File: src/rtl/atm_txcp_pkg.sv
// Shared types and the CRC step for the ATM transmit cell processor.
package atm_txcp_pkg;

    typedef enum logic [1:0] {
        CK_IDLE = 2'd0,
        CK_USER = 2'd1,
        CK_OAM  = 2'd2
    } cell_kind_e;

    // One octet of CRC-8 (x^8+x^2+x+1), MSB first.
    function automatic logic [7:0] crc8_step(input logic [7:0] c, input logic [7:0] d);
        logic [7:0] r;
        r = c ^ d;
        for (int i = 0; i < 8; i++) begin
            r = r[7] ? ({r[6:0], 1'b0} ^ 8'h07) : {r[6:0], 1'b0};
        end
        return r;
    endfunction

endpackage

File: src/rtl/atm_txcp_seq.sv
// Cell sequencer: tracks the octet position, chooses the cell kind at
// each boundary and holds the OAM request bit.
// Assumes the FIFO holds whole cells, so it cannot empty inside a user cell.
module atm_txcp_seq
    import atm_txcp_pkg::*;
#(
    parameter int CELL_LEN = 53
) (
    input  logic                        clk,
    input  logic                        rst_n,
    input  logic                        adv,
    input  logic                        fifo_empty,
    input  logic                        oam_req,
    output logic [$clog2(CELL_LEN)-1:0] pos,
    output cell_kind_e                  kind,
    output logic                        first,
    output logic                        oam_pend,
    output logic                        fifo_rd
);
    localparam int PW = $clog2(CELL_LEN);
    localparam logic [PW-1:0] LAST_POS = PW'(CELL_LEN - 1);

    logic [PW-1:0] pos_q;
    cell_kind_e    kind_q, kind_sel;
    logic          pend_q, last;

    // Boundary choice: OAM first, then user, then idle.
    always_comb begin
        if (pend_q)           kind_sel = CK_OAM;
        else if (!fifo_empty) kind_sel = CK_USER;
        else                  kind_sel = CK_IDLE;
    end

    assign first    = (pos_q == '0);
    assign last     = (pos_q == LAST_POS);
    assign kind     = first ? kind_sel : kind_q;
    assign pos      = pos_q;
    assign oam_pend = pend_q;
    assign fifo_rd  = adv && (kind == CK_USER);

    // Octet position counter, advancing on each accepted octet.
    always_ff @(posedge clk) begin
        if (!rst_n)    pos_q <= '0;
        else if (adv)  pos_q <= last ? '0 : pos_q + 1'b1;
    end

    // Latch the chosen kind when octet 1 is accepted.
    always_ff @(posedge clk) begin
        if (!rst_n)             kind_q <= CK_IDLE;
        else if (adv && first)  kind_q <= kind_sel;
    end

    // OAM pending bit: a new request wins over the clear.
    always_ff @(posedge clk) begin
        if (!rst_n)                                  pend_q <= 1'b0;
        else if (oam_req)                            pend_q <= 1'b1;
        else if (adv && first && kind_sel == CK_OAM) pend_q <= 1'b0;
    end


    wrap_chk: assert property (@(posedge clk) disable iff (!rst_n)
        adv && last |=> first);

    oam_prio_chk: assert property (@(posedge clk) disable iff (!rst_n)
        first && pend_q |-> kind == CK_OAM);

    pend_clr_chk: assert property (@(posedge clk) disable iff (!rst_n)
        $fell(pend_q) |-> $past(adv && first));

    pos_hold_chk: assert property (@(posedge clk) disable iff (!rst_n)
        !adv |=> $stable(pos_q));
endmodule

File: src/rtl/atm_txcp_hec.sv
// Header check generator: accumulates the CRC over the header octets as
// they are accepted. The result is valid while octet 5 is presented.
module atm_txcp_hec
    import atm_txcp_pkg::*;
#(
    parameter int PW = 6,
    parameter int HB = 4
) (
    input  logic          clk,
    input  logic          rst_n,
    input  logic          adv,
    input  logic [PW-1:0] pos,
    input  logic [7:0]    din,
    output logic [7:0]    crc
);
    logic [7:0] crc_q;
    logic       in_cov;

    assign in_cov = (pos < PW'(HB));
    assign crc    = crc_q;

    // Restart the CRC at octet 1 and fold in each covered octet.
    always_ff @(posedge clk) begin
        if (!rst_n)               crc_q <= '0;
        else if (adv && in_cov)   crc_q <= crc8_step((pos == '0) ? 8'h00 : crc_q, din);
    end


    hec_freeze_chk: assert property (@(posedge clk) disable iff (!rst_n)
        !in_cov |=> $stable(crc_q));
endmodule

File: src/rtl/atm_txcp_scr.sv
// Self-synchronizing payload scrambler (x^SCR_LEN + 1), bit-serial MSB
// first and unrolled over one octet. The state moves only when stepped.
module atm_txcp_scr #(
    parameter int SCR_LEN = 43,
    parameter int W       = 8
) (
    input  logic         clk,
    input  logic         rst_n,
    input  logic         step,
    input  logic [W-1:0] din,
    output logic [W-1:0] dout
);
    logic [SCR_LEN-1:0] st_q, st_nxt;

    // Unrolled octet scramble: each output bit is fed back into the state.
    always_comb begin
        logic [SCR_LEN-1:0] s;
        logic               b;
        s = st_q;
        dout = '0;
        for (int i = W - 1; i >= 0; i--) begin
            b       = din[i] ^ s[SCR_LEN-1];
            dout[i] = b;
            s       = {s[SCR_LEN-2:0], b};
        end
        st_nxt = s;
    end

    // State register, cleared by reset and advanced once per payload octet.
    always_ff @(posedge clk) begin
        if (!rst_n)     st_q <= '0;
        else if (step)  st_q <= st_nxt;
    end


    scr_hold_chk: assert property (@(posedge clk) disable iff (!rst_n)
        !step |=> $stable(st_q));
endmodule

File: src/rtl/atm_tx_cellproc.sv
// ATM transmit cell processor top. It picks the cell source, forms the
// source octet, inserts the header check and scrambles the payload.
// Assumes a show-ahead FIFO that always holds whole cells.
module atm_tx_cellproc
    import atm_txcp_pkg::*;
#(
    parameter int         CELL_LEN  = 53,
    parameter int         HDR_LEN   = 5,
    parameter int         SCR_LEN   = 43,
    parameter logic [7:0] IDLE_FILL = 8'h6A,
    parameter logic [7:0] HEC_COSET = 8'h55
) (
    input  logic        clk,
    input  logic        rst_n,
    input  logic        cfg_hec_en,
    input  logic        cfg_scr_en,
    input  logic        fifo_empty,
    input  logic [7:0]  fifo_data,
    output logic        fifo_rd,
    input  logic        oam_req,
    input  logic [31:0] oam_hdr,
    input  logic [7:0]  oam_fill,
    output logic        oam_pending,
    input  logic        out_ready,
    output logic [7:0]  out_data,
    output logic        out_soc
);
    localparam int PW = $clog2(CELL_LEN);
    localparam int HB = HDR_LEN - 1;

    logic [PW-1:0] pos;
    cell_kind_e    kind;
    logic          first, in_hdr, at_hec, scr_step;
    logic [7:0]    src, oam_src, idle_src, hec_raw, scr_out;

    atm_txcp_seq #(.CELL_LEN(CELL_LEN)) u_seq (
        .clk(clk), .rst_n(rst_n), .adv(out_ready), .fifo_empty(fifo_empty),
        .oam_req(oam_req), .pos(pos), .kind(kind), .first(first),
        .oam_pend(oam_pending), .fifo_rd(fifo_rd)
    );

    atm_txcp_hec #(.PW(PW), .HB(HB)) u_hec (
        .clk(clk), .rst_n(rst_n), .adv(out_ready), .pos(pos),
        .din(src), .crc(hec_raw)
    );

    atm_txcp_scr #(.SCR_LEN(SCR_LEN), .W(8)) u_scr (
        .clk(clk), .rst_n(rst_n), .step(scr_step), .din(src), .dout(scr_out)
    );

    assign in_hdr   = (pos < PW'(HDR_LEN));
    assign at_hec   = (pos == PW'(HB));
    assign scr_step = out_ready && cfg_scr_en && !in_hdr;
    assign out_soc  = first;

    // OAM source octet: header bytes (octet 1 in bits 31:24), zero check slot, fill.
    always_comb begin
        oam_src = oam_fill;
        if (in_hdr) oam_src = 8'h00;
        for (int i = 0; i < HB; i++) begin
            if (pos == PW'(i)) oam_src = oam_hdr[8*(HB-1-i) +: 8];
        end
    end

    // Idle source octet: header 00 00 00 01, zero check slot, fixed fill.
    always_comb begin
        if (pos == PW'(HB - 1)) idle_src = 8'h01;
        else if (in_hdr)        idle_src = 8'h00;
        else                    idle_src = IDLE_FILL;
    end

    // Select the source octet for the current cell kind.
    always_comb begin
        case (kind)
            CK_USER: src = fifo_data;
            CK_OAM:  src = oam_src;
            default: src = idle_src;
        endcase
    end

    // Output stage: header check insertion or optional payload scrambling.
    always_comb begin
        if (at_hec && cfg_hec_en)      out_data = hec_raw ^ HEC_COSET;
        else if (!in_hdr && cfg_scr_en) out_data = scr_out;
        else                            out_data = src;
    end


    hdr_plain_chk: assert property (@(posedge clk) disable iff (!rst_n)
        in_hdr && !at_hec |-> out_data == src);

    rd_only_accept_chk: assert property (@(posedge clk) disable iff (!rst_n)
        fifo_rd |-> out_ready && kind == CK_USER);
endmodule

File: config.mk
export PLATFORM = sky130hd
export DESIGN_NAME = atm_tx_cellproc
export DESIGN_NICKNAME = d
export VERILOG_FILES = /design/src/rtl/atm_txcp_pkg.sv /design/src/rtl/atm_txcp_seq.sv /design/src/rtl/atm_txcp_hec.sv /design/src/rtl/atm_txcp_scr.sv /design/src/rtl/atm_tx_cellproc.sv
export SDC_FILE = /design/constraint.sdc
export NUM_CORES = 1
export LEC_CHECK = 0
export BUFFER_PORTS_ARGS = -buffer_cell sky130_fd_sc_hd__buf_2
export CORE_MARGIN = 2
export CORE_UTILIZATION = 55
export CTS_CLUSTER_DIAMETER = 50
export DETAILED_ROUTE_END_ITERATION = 8
export HOLD_SLACK_MARGIN = 0.03
export PLACE_DENSITY = 0.79
export SYNTH_ARGS = -nofsm -noshare
export SYNTH_HDL_FRONTEND = slang
export SYNTH_HIERARCHICAL = 1
export SYNTH_SLANG_ARGS = --single-unit
File: constraint.sdc
create_clock -name clk -period 4.1 [get_ports clk]
set_input_delay 0.41 -clock clk [delete_from_list [all_inputs] [get_ports clk]]
set_output_delay 0.41 -clock clk [all_outputs]
set_load 0.1 [all_outputs]
# ---- Yosys cells after proc, flatten, opt, wreduce, memory -nomap -nowiden
# Index checks and enable logic that the tools add are counted.
dict set report totals {
  elab_cells 70
  reg_bits 60
  input_bits 55
  output_inout_bits 11
}
dict set report classes {
  eq_ne 8
  n_mux 25
  n_addsub 1
  n_lt_le_gt_ge 2
  bitwise 18
  n_reduce_logical 11
}
# op count
set ops {}
lappend ops {{$mux 8} 8}
lappend ops {{$mux 3} 8}
lappend ops {{$not 3->3} 8}
lappend ops {{$pmux 8 s2} 1}
lappend ops {{$mux 7} 2}
lappend ops {{$eq 6x2->1 const B} 2}
lappend ops {{$lt 6x3->1 const B} 2}
lappend ops {{$logic_and 1x1->1} 8}
lappend ops {{$xor 1x1->1} 8}
lappend ops {{$xor 8x8->8} 1}
lappend ops {{$add 6x1->6 const B} 1}
lappend ops {{$eq 6x1->1 const B} 1}
lappend ops {{$eq 6x3->1 const B} 1}
lappend ops {{$eq 6x6->1 const B} 1}
lappend ops {{$logic_not 6->1} 1}
lappend ops {{$mux 6} 1}
lappend ops {{$eq 2x2->1 const B} 2}
lappend ops {{$mux 2} 2}
lappend ops {{$not 4->4} 1}
lappend ops {{$mux 1} 3}
lappend ops {{$eq 2x1->1 const B} 1}
lappend ops {{$reduce_bool 2->1} 1}
lappend ops {{$logic_not 1->1} 1}

# ---- Logic depth before layout (Yosys ltp)
# Gate-level depths: netlist (run 1).
dict set report logic_depth {
  ltp_word 24
  mapped_depth 17
  mapped_depth_nobuf 16
}

# ---- By module
# The synthesis (run 1) kept the hierarchy.
# mod instances area_per_inst_um2 cells_each seq_area_each_um2
set modules_own_cells {}
lappend modules_own_cells {atm_txcp_scr 1 1724.2 155 860.8}
lappend modules_own_cells {atm_txcp_hec 1 805.8 98 160.2}
lappend modules_own_cells {atm_tx_cellproc 1 691.9 87 0.0}
lappend modules_own_cells {atm_txcp_seq 1 471.7 52 180.2}

# ---- Worst setup path before layout (run 1)
# OpenSTA, ideal clock, no wires.
dict set report synth_path {
  kind {flip-flop to output port}
  from {reg u_seq.pos_q[0] (netlist: u_seq/pos[0])}
  to {out out_data[0]}
  stages_incl_launch_ff 13
  n_path_buf 1
  t_required_ns 3.690
  arrival_ns 4.579
  setup_slack_ns -0.889
  path_cell_list {dfxtp_1 inv_1 ha_1 nor4b_4 and2b_4 mux2_1 inv_1 ha_1 clkbuf_1 o21ai_0 nor3_1 a211oi_1 o21ai_0}
}
dict set report synth_between {
  word_cells_on_any_way 22
  cone_classes {order compare (1); eq/ne (6); mux (10); bitwise (1); reduce/logical (4)}
}
# element line
set synth_rtl {}
lappend synth_rtl {{start: declaration} atm_txcp_seq.sv:23} ;# logic [PW-1:0] pos_q;
lappend synth_rtl {{start signal: assignment} atm_txcp_seq.sv:44} ;# else if (adv) pos_q <= last ? '0 : pos_q + 1'b1;
lappend synth_rtl {{$logic_not 6->1 (*)} atm_txcp_seq.sv:34} ;# assign first = (pos_q == '0);
lappend synth_rtl {{net out_soc} atm_tx_cellproc.sv:26} ;# output logic out_soc
lappend synth_rtl {{$mux 2 (*)} atm_txcp_seq.sv:36} ;# assign kind = first ? kind_sel : kind_q;
lappend synth_rtl {{net kind[0]} atm_tx_cellproc.sv:32} ;# cell_kind_e kind;
lappend synth_rtl {{$eq 2x2->1 / $eq 2x1->1 (equally long branches)} atm_tx_cellproc.sv:74} ;# case (kind)
lappend synth_rtl {{$pmux 8 s2 (*)} atm_tx_cellproc.sv:74}
lappend synth_rtl {{$xor 1x1->1} atm_txcp_scr.sv:22} ;# b = din[i] ^ s[SCR_LEN-1];
lappend synth_rtl {{$mux 8 (*)} atm_tx_cellproc.sv:84} ;# else if (!in_hdr && cfg_scr_en) out_data = scr_out;
lappend synth_rtl {{$mux 8 (*)} atm_tx_cellproc.sv:83} ;# if (at_hec && cfg_hec_en) out_data = hec_raw ^ HEC_COSET;
lappend synth_rtl {{end: declaration} atm_tx_cellproc.sv:25} ;# output logic [7:0] out_data,
# Mark *: on every way through the listed nets, which the timed path passes. The rest lies on a longest branch.

# ---- Final worst setup path (run 1)
dict set report layout_path {
  from {reg u_seq.pos_q[2] (netlist: u_seq/pos[2])}
  to {out out_data[6]}
}
dict set report layout_between {
  word_cells_on_any_way 23
  cone_classes {order compare (1); eq/ne (6); mux (11); bitwise (1); reduce/logical (4)}
}
# element line
set layout_rtl {}
lappend layout_rtl {{$logic_not 6->1 (*)} atm_txcp_seq.sv:34}
lappend layout_rtl {{$mux 2 (*)} atm_txcp_seq.sv:36}
lappend layout_rtl {{net kind[1]} atm_tx_cellproc.sv:32}
lappend layout_rtl {{$eq 2x2->1 / $eq 2x1->1 (equally long branches)} atm_tx_cellproc.sv:74}
lappend layout_rtl {{$pmux 8 s2 (*)} atm_tx_cellproc.sv:74}
lappend layout_rtl {{net src[6]} atm_tx_cellproc.sv:34} ;# logic [7:0] src, oam_src, idle_src, hec_raw, scr_out;
lappend layout_rtl {{$xor 1x1->1 (*)} atm_txcp_scr.sv:22}
lappend layout_rtl {{net scr_out[6]} atm_tx_cellproc.sv:34}
lappend layout_rtl {{$mux 8 (*)} atm_tx_cellproc.sv:84}
lappend layout_rtl {{$mux 8 (*)} atm_tx_cellproc.sv:83}
# Marked as above.

==> impl_metrics.tcl, run 1 <==
set metrics [dict create \
    outcome "finished clean" \
    synth_edf_count 0 \
    synth_area_mm2 0.003694 \
    grt_pass1_wl_um 14080 \
    tns_ns 0 \
    synth_fa_ha_area_share_pct 1.355 \
    vias_per_cell 5.770 \
    num_io_pins 66 \
    hold_buffers 0 \
    min_path_type "input port to flop" \
    fin_nets 511 \
    dp_hpwl_um 6186 \
    worstPathArrival_ns 3.51 \
    fin_cells 534 \
    post-cts-setup-buffers 0 \
    cts_tree "done" \
    grt_max_degree 59 \
    htreeDepth 3 \
    place_ws_ns 0.3233 \
    p_leak_nw 1.675 \
    power_w 0.002043 \
    synthCells 392 \
    die_w_um 85.95 \
    end_kind "primary output" \
    startpoint_type "flop" \
    ff2ff_path_depth 11 \
    synthMuxAreaShare_pct 15.21 \
    syn_to_final_growth_pct 17.85 \
    min_path_cells 2 \
    hold_viol 0 \
    slew_headroom_pct 44.01 \
    final_common_cell "dfxtp_1" \
    place_inst 518 \
    synth-main-ff-cell "dfxtp_1" \
    synth_top_family_by_area "simple AND/OR/NAND/NOR gates" \
    dr.pass1.iters 4 \
    core_mm2 0.006422 \
    worst_hold_slack_ns 0.2684 \
    path_max_fanout 13 \
    yosysWarnings 6 \
    r2r-end "u_hec/crc[6]" \
    initialDrtViolationCount 139 \
    cts_sinks 60 \
    synth-seq-area-share_pct 32.52 \
    rrSetupSlack_ns 0.47 \
    min_period_ns 3.918 \
    route.vias.total 3081 \
    mostFrequentLayoutCells "dfxtp_1 (60), buf_2 (59), mux2i_1 (40)" \
    max-cap-violations 0 \
    die_area_mm2 0.007387 \
    ir_worst_vdd_mv 0.3129 \
    synth-simple-area-share_pct 19.44 \
    clockRootBuffer "clkbuf_8" \
    power.density_mw_per_mm2 469.4 \
    place.gp.congestion 0.8959 \
    synth_xor_area_share_pct 10.30 \
    postRouteAntennaNets 0 \
    wl_um 8514 \
    gr-total-overflow 0 \
    wl_per_cell_um 15.94 \
    critical_path_required_ns 3.69 \
    setup_ws_ns 0.1823 \
    num_rows 29 \
    die_h_um 85.95 \
    synth_cell_types 59 \
    start_util_pct 57.51 \
    layout-drive-gt1-share_pct 25.38 \
    syn-num-nets 451 \
    avgSynthCellArea_um2 9.422 \
    grt_use_total_pct 24.02 \
    min_to "u_seq/oam_pend" \
    drc_errors 0 \
    worst_skew_pair.late_latency_ns 0.34 \
    rsz0062_at_grt "false" \
    maxSlewViolCount 0 \
    synthArstFlopShare_pct 0 \
    worstMarginPinSlew_ns 0.8398 \
    skew_ns 0.007786 \
    hp-start "oam_req" \
    ys_seq_elements 60 \
    max_freq_ghz 0.2553 \
    finalCritPeriodShare_pct 95.55 \
    numPortBuffers 65 \
    cts_buffers 9 \
    setup_viol 0 \
    grt_pass1_vias 3008 \
    clockBufferDepth 2 \
    synth-compound-area-share_pct 14.84 \
    reg2reg_from "u_seq/pos[2]" \
    clk_pin_slew_ns 0.07 \
    antenna-diode-count 0 \
    grt_antenna_before_repair 0 \
    critPathKind "flop to primary output" \
]
==> Yosys cell counts (4+ instances only) <==
master,count,area [um^2]
inv_1,15,56.30
xor2_1,9,78.83
o21a_1,4,30.03
mux4_2,5,112.6
clkbuf_1,6,22.52
xnor2_1,27,236.5
a21oi_1,19,95.09
buf_6,4,45.04
nor3_1,5,25.02
ha_1,4,50.05
dfxtp_1,60,1201
o22ai_1,5,31.28
mux2i_1,40,400.4
nor2b_1,40,250.2
a211oi_1,8,60.06
buf_2,7,35.03
nor2_1,19,71.32
o21ai_0,12,60.06
nand2_1,27,101.4
a221o_1,4,40.04
nand3_1,8,40.04
==> flip-flops by register name, summed over array words and instances, names as in the netlist <==
| signal | cells |
|---|---|
| u_scr/st_q | 43 |
| u_seq/oam_pend | 1 |
| u_hec/crc | 8 |
| u_seq/kind_q | 2 |
| u_seq/pos | 6 |
==> kinds of logic (layout without fill, tap and decap cells) <==
logic type	count (synthesis)	after routing
simple gates	125	125
compound gates	79	79
flops	60	60
mux	48	48
xor+xnor	40	40
buf+inv	36	101
fa+ha+maj	4	4
==> critical path, cell delays in order (launching register included) <==
cell,delay [ns]
dfxtp_1,0.44
nor4b_4,0.40
and2b_4,0.24
mux2_1,0.38
ha_4,0.38
nor2_1,0.11
a221o_2,0.44
xnor2_1,0.17
inv_1,0.06
o22ai_1,0.05
o21ba_2,0.30
buf_12,0.17
==> report_power, final <==
part	total, W	internal (W)	switching (W)	leakage, nW
Clock	0.000659	0.000420	0.000239	0.122
Sequential	0.000664	0.000610	0.0000535	0.485
Combinational	0.000720	0.000296	0.000424	1.07
==> what timing repair did <==
| action | 4_1_cts | 5_1_grt |
|---|---|---|
| resized for setup | 1 | 5 |
| endpoints found under the hold margin | 0 | 0 |
| setup endpoints to repair | 4 | 6 |
==> worst max-delay path by stage <==
stage                            start  cells after the start          end
final                     u_seq/pos[2]                     11  out_data[6]
after global routing      u_seq/pos[2]                     14  out_data[0]
after CTS                 u_seq/pos[2]                     11  out_data[1]
after detailed placement  u_seq/pos[2]                     11  out_data[1]
after global placement    u_seq/pos[2]                     11  out_data[6]
after floorplan           u_seq/pos[0]                      5      fifo_rd
==> routing by layer <==
layer / up-vias / share of wire [%] / GRT usage, %
met4: 0 / 1.4 / 8.514
met5: - / 0 / 0
met1: 1476 / 43 / 29.96
met3: 12 / 4.3 / 5.679
li1: 1520 / - / -
met2: 73 / 51 / 40.45
==> stage by stage <==
step | utilization (%) | cell area (um^2)
after CTS | 67.41 | 4329
after floorplan | - | 3705
after global placement | 63.49 | 4078
after detailed placement | 63.49 | 4078
final | 67.78 | 4353
after global routing | 67.78 | 4353
==> area by class of cell <==
cell class	count	area, um^2
Fill cell	529	2069
Timing Repair Buffer	70	452.9
Tap cell	77	96.34
Sequential cell	60	1201
Multi-Input combinational cell	296	2297
Inverter	15	56.30
Clock inverter	6	111.4
Clock buffer	10	137.6
Note: power is estimated with default switching activity, not from simulation.
==> run 2, diff against run 1 <==
Clock period 4.1 ns to 4.25 ns, I/O delays scaled along.
==> run 2 against run 1 <==
- cell area is 1.7% lower
- utilization is 1.1 points lower
- flip-flop and latch count stayed put
- clock skew is 0.0013 ns higher
- critical endpoint is now out_data[3]
- largest power group unchanged
- clock power is 19% lower
- register-to-register slack better by 0.10 ns
- highest routed layer unchanged
- non-clock buffer count is 2 lower
- combinational power is 4.9% lower
- critical path depth stayed put
==> impl_metrics.tcl, run 2 (synthesized netlist as in run 1, its figures left out) <==
set metrics [dict create \
    final_util_pct 66.65 \
    die_area_mm2 0.007387 \
    core_mm2 0.006422 \
    tns_ns 0 \
    slew_headroom_pct 40.20 \
    vias_per_cell 5.677 \
    die_w_um 85.95 \
    skew_ns 0.009047 \
    mostFrequentLayoutCells "dfxtp_1 (60), buf_2 (59), nor2b_1 (40), mux2i_1 (40)" \
    ir_worst_vdd_mv 0.2201 \
    drc_errors 0 \
    gr-total-overflow 0 \
    worst_skew_pair.late_latency_ns 0.34 \
    clockRootBuffer "clkbuf_8" \
    fillers 506 \
    layout-drive-gt1-share_pct 23.96 \
    wl_per_cell_um 15.35 \
    fin_area_mm2 0.004280 \
    setup_ws_ns 0.1862 \
    num_io_pins 66 \
    clk_pin_slew_ns 0.07 \
    num_rows 29 \
    critPathKind "flop to primary output" \
    min_path_type "input port to flop" \
    hold_viol 0 \
    grt_use_total_pct 23.42 \
    wl_um 8164 \
    grt_antenna_before_repair 0 \
    worst_hold_slack_ns 0.2833 \
    cts_buffers 9 \
    place.gp.congestion 0.9151 \
    critical_path_required_ns 3.83 \
    placed_area_mm2 0.004059 \
    grt_max_degree 59 \
    dp_hpwl_um 5948 \
    max-cap-violations 0 \
    setup_viol 0 \
    largest_reg_flops 43 \
    antenna-diode-count 0 \
    grt_pass1_wl_um 13610 \
    cts_tree "done" \
    htreeDepth 3 \
    final_common_cell "dfxtp_1" \
    clockBufferDepth 2 \
    place_ws_ns 0.5157 \
    start_util_pct 57.51 \
    die_h_um 85.95 \
    grt_pass1_vias 2973 \
    cpLargestDelayFamily "simple AND/OR/NAND/NOR gates" \
    finalCritPeriodShare_pct 95.62 \
    min_period_ns 4.064 \
    regMostFlops "u_scr/st_q" \
    worstMarginPinSlew_ns 0.8970 \
    path_max_fanout 13 \
    path_cells "nor4b_4 -> and2b_4 -> mux2_1 -> ha_2 -> nor2b_1 -> a221o_1 -> xnor2_1 -> inv_1 -> o22a_1 -> o21a_1 -> buf_12" \
    cts_sinks 60 \
    maxSlewViolCount 0 \
    startpoint_type "flop" \
    initialDrtViolationCount 147 \
    hold_buffers 0 \
    route.vias.total 3020 \
    max_freq_ghz 0.2461 \
    fin_nets 509 \
    cp.buffers_inverters 2 \
    numPortBuffers 65 \
    worstPathArrival_ns 3.64 \
    dr.pass1.iters 4 \
    syn_to_final_growth_pct 15.89 \
    crit_path_max_incr_delay_ns 0.49 \
    p_leak_nw 1.645 \
    outcome "finished clean" \
    postRouteAntennaNets 0 \
    cpMaxStageDelayCell "ha_2" \
    rsz0062_at_grt "false" \
    power.density_mw_per_mm2 434.0 \
    end_kind "primary output" \
]
-- run 2: cell types whose count changed in the layout (fill, tap and decap cells not counted), sizes merged --
cell    change
buf         -2
bufinv      -2
clkinv      +1
clkbuf      +1
-- run 2: per-layer routing --
metal | routed length (um) | part of all wire, % | vias to the layer above | GRT usage, %
met3 | 438 | 5.4 | 20 | 6.352
met2 | 3889 | 48 | 95 | 37.98
li1 | - | - | 1505 | -
met4 | 184 | 2.3 | 0 | 10.68
met1 | 3650 | 45 | 1400 | 28.96
met5 | 0 | 0 | - | 0
-- run 2: final cells by class --
class                      count  area [um^2]  share of cell area (%)
tap                           77        96.34                   2.251
clock inverter                 5        60.06                   1.403
inverter                      15        56.30                   1.315
multi-input combinational    296         2277                   53.20
timing repair buffer          68        437.9                   10.23
clock buffer                  11        151.4                   3.537
sequential                    60         1201                   28.06
-- run 2: final timing paths --
check                  startpoint         endpoint  slack, ns  depth (start not counted)
setup reg to reg     u_seq/pos[2]     u_hec/crc[4]       0.57                         11
hold / removal            oam_req   u_seq/oam_pend       0.28                          2
setup / recovery     u_seq/pos[2]      out_data[3]       0.19                         11
hold reg to reg   u_seq/kind_q[1]  u_seq/kind_q[1]       0.49                          2
-- run 2: where the power goes --
group          internal, W  switching [W]
registers         0.000589      0.0000507
clock network     0.000303       0.000230
logic             0.000279       0.000406
total              0.00117       0.000686
-- run 2: what timing repair did --
item,4_1_cts,5_1_grt
buffers inserted,0,0
resized for setup,0,4
endpoints found under the setup margin,0,6
hold endpoints to repair,0,0
-- run 2: per-stage QoR --
stage	power, W	instances
after floorplan	0.001174	392
after global placement	0.001300	516
after detailed placement	0.001318	516
after CTS	0.001858	532
after global routing	0.001955	532
final	0.001858	532
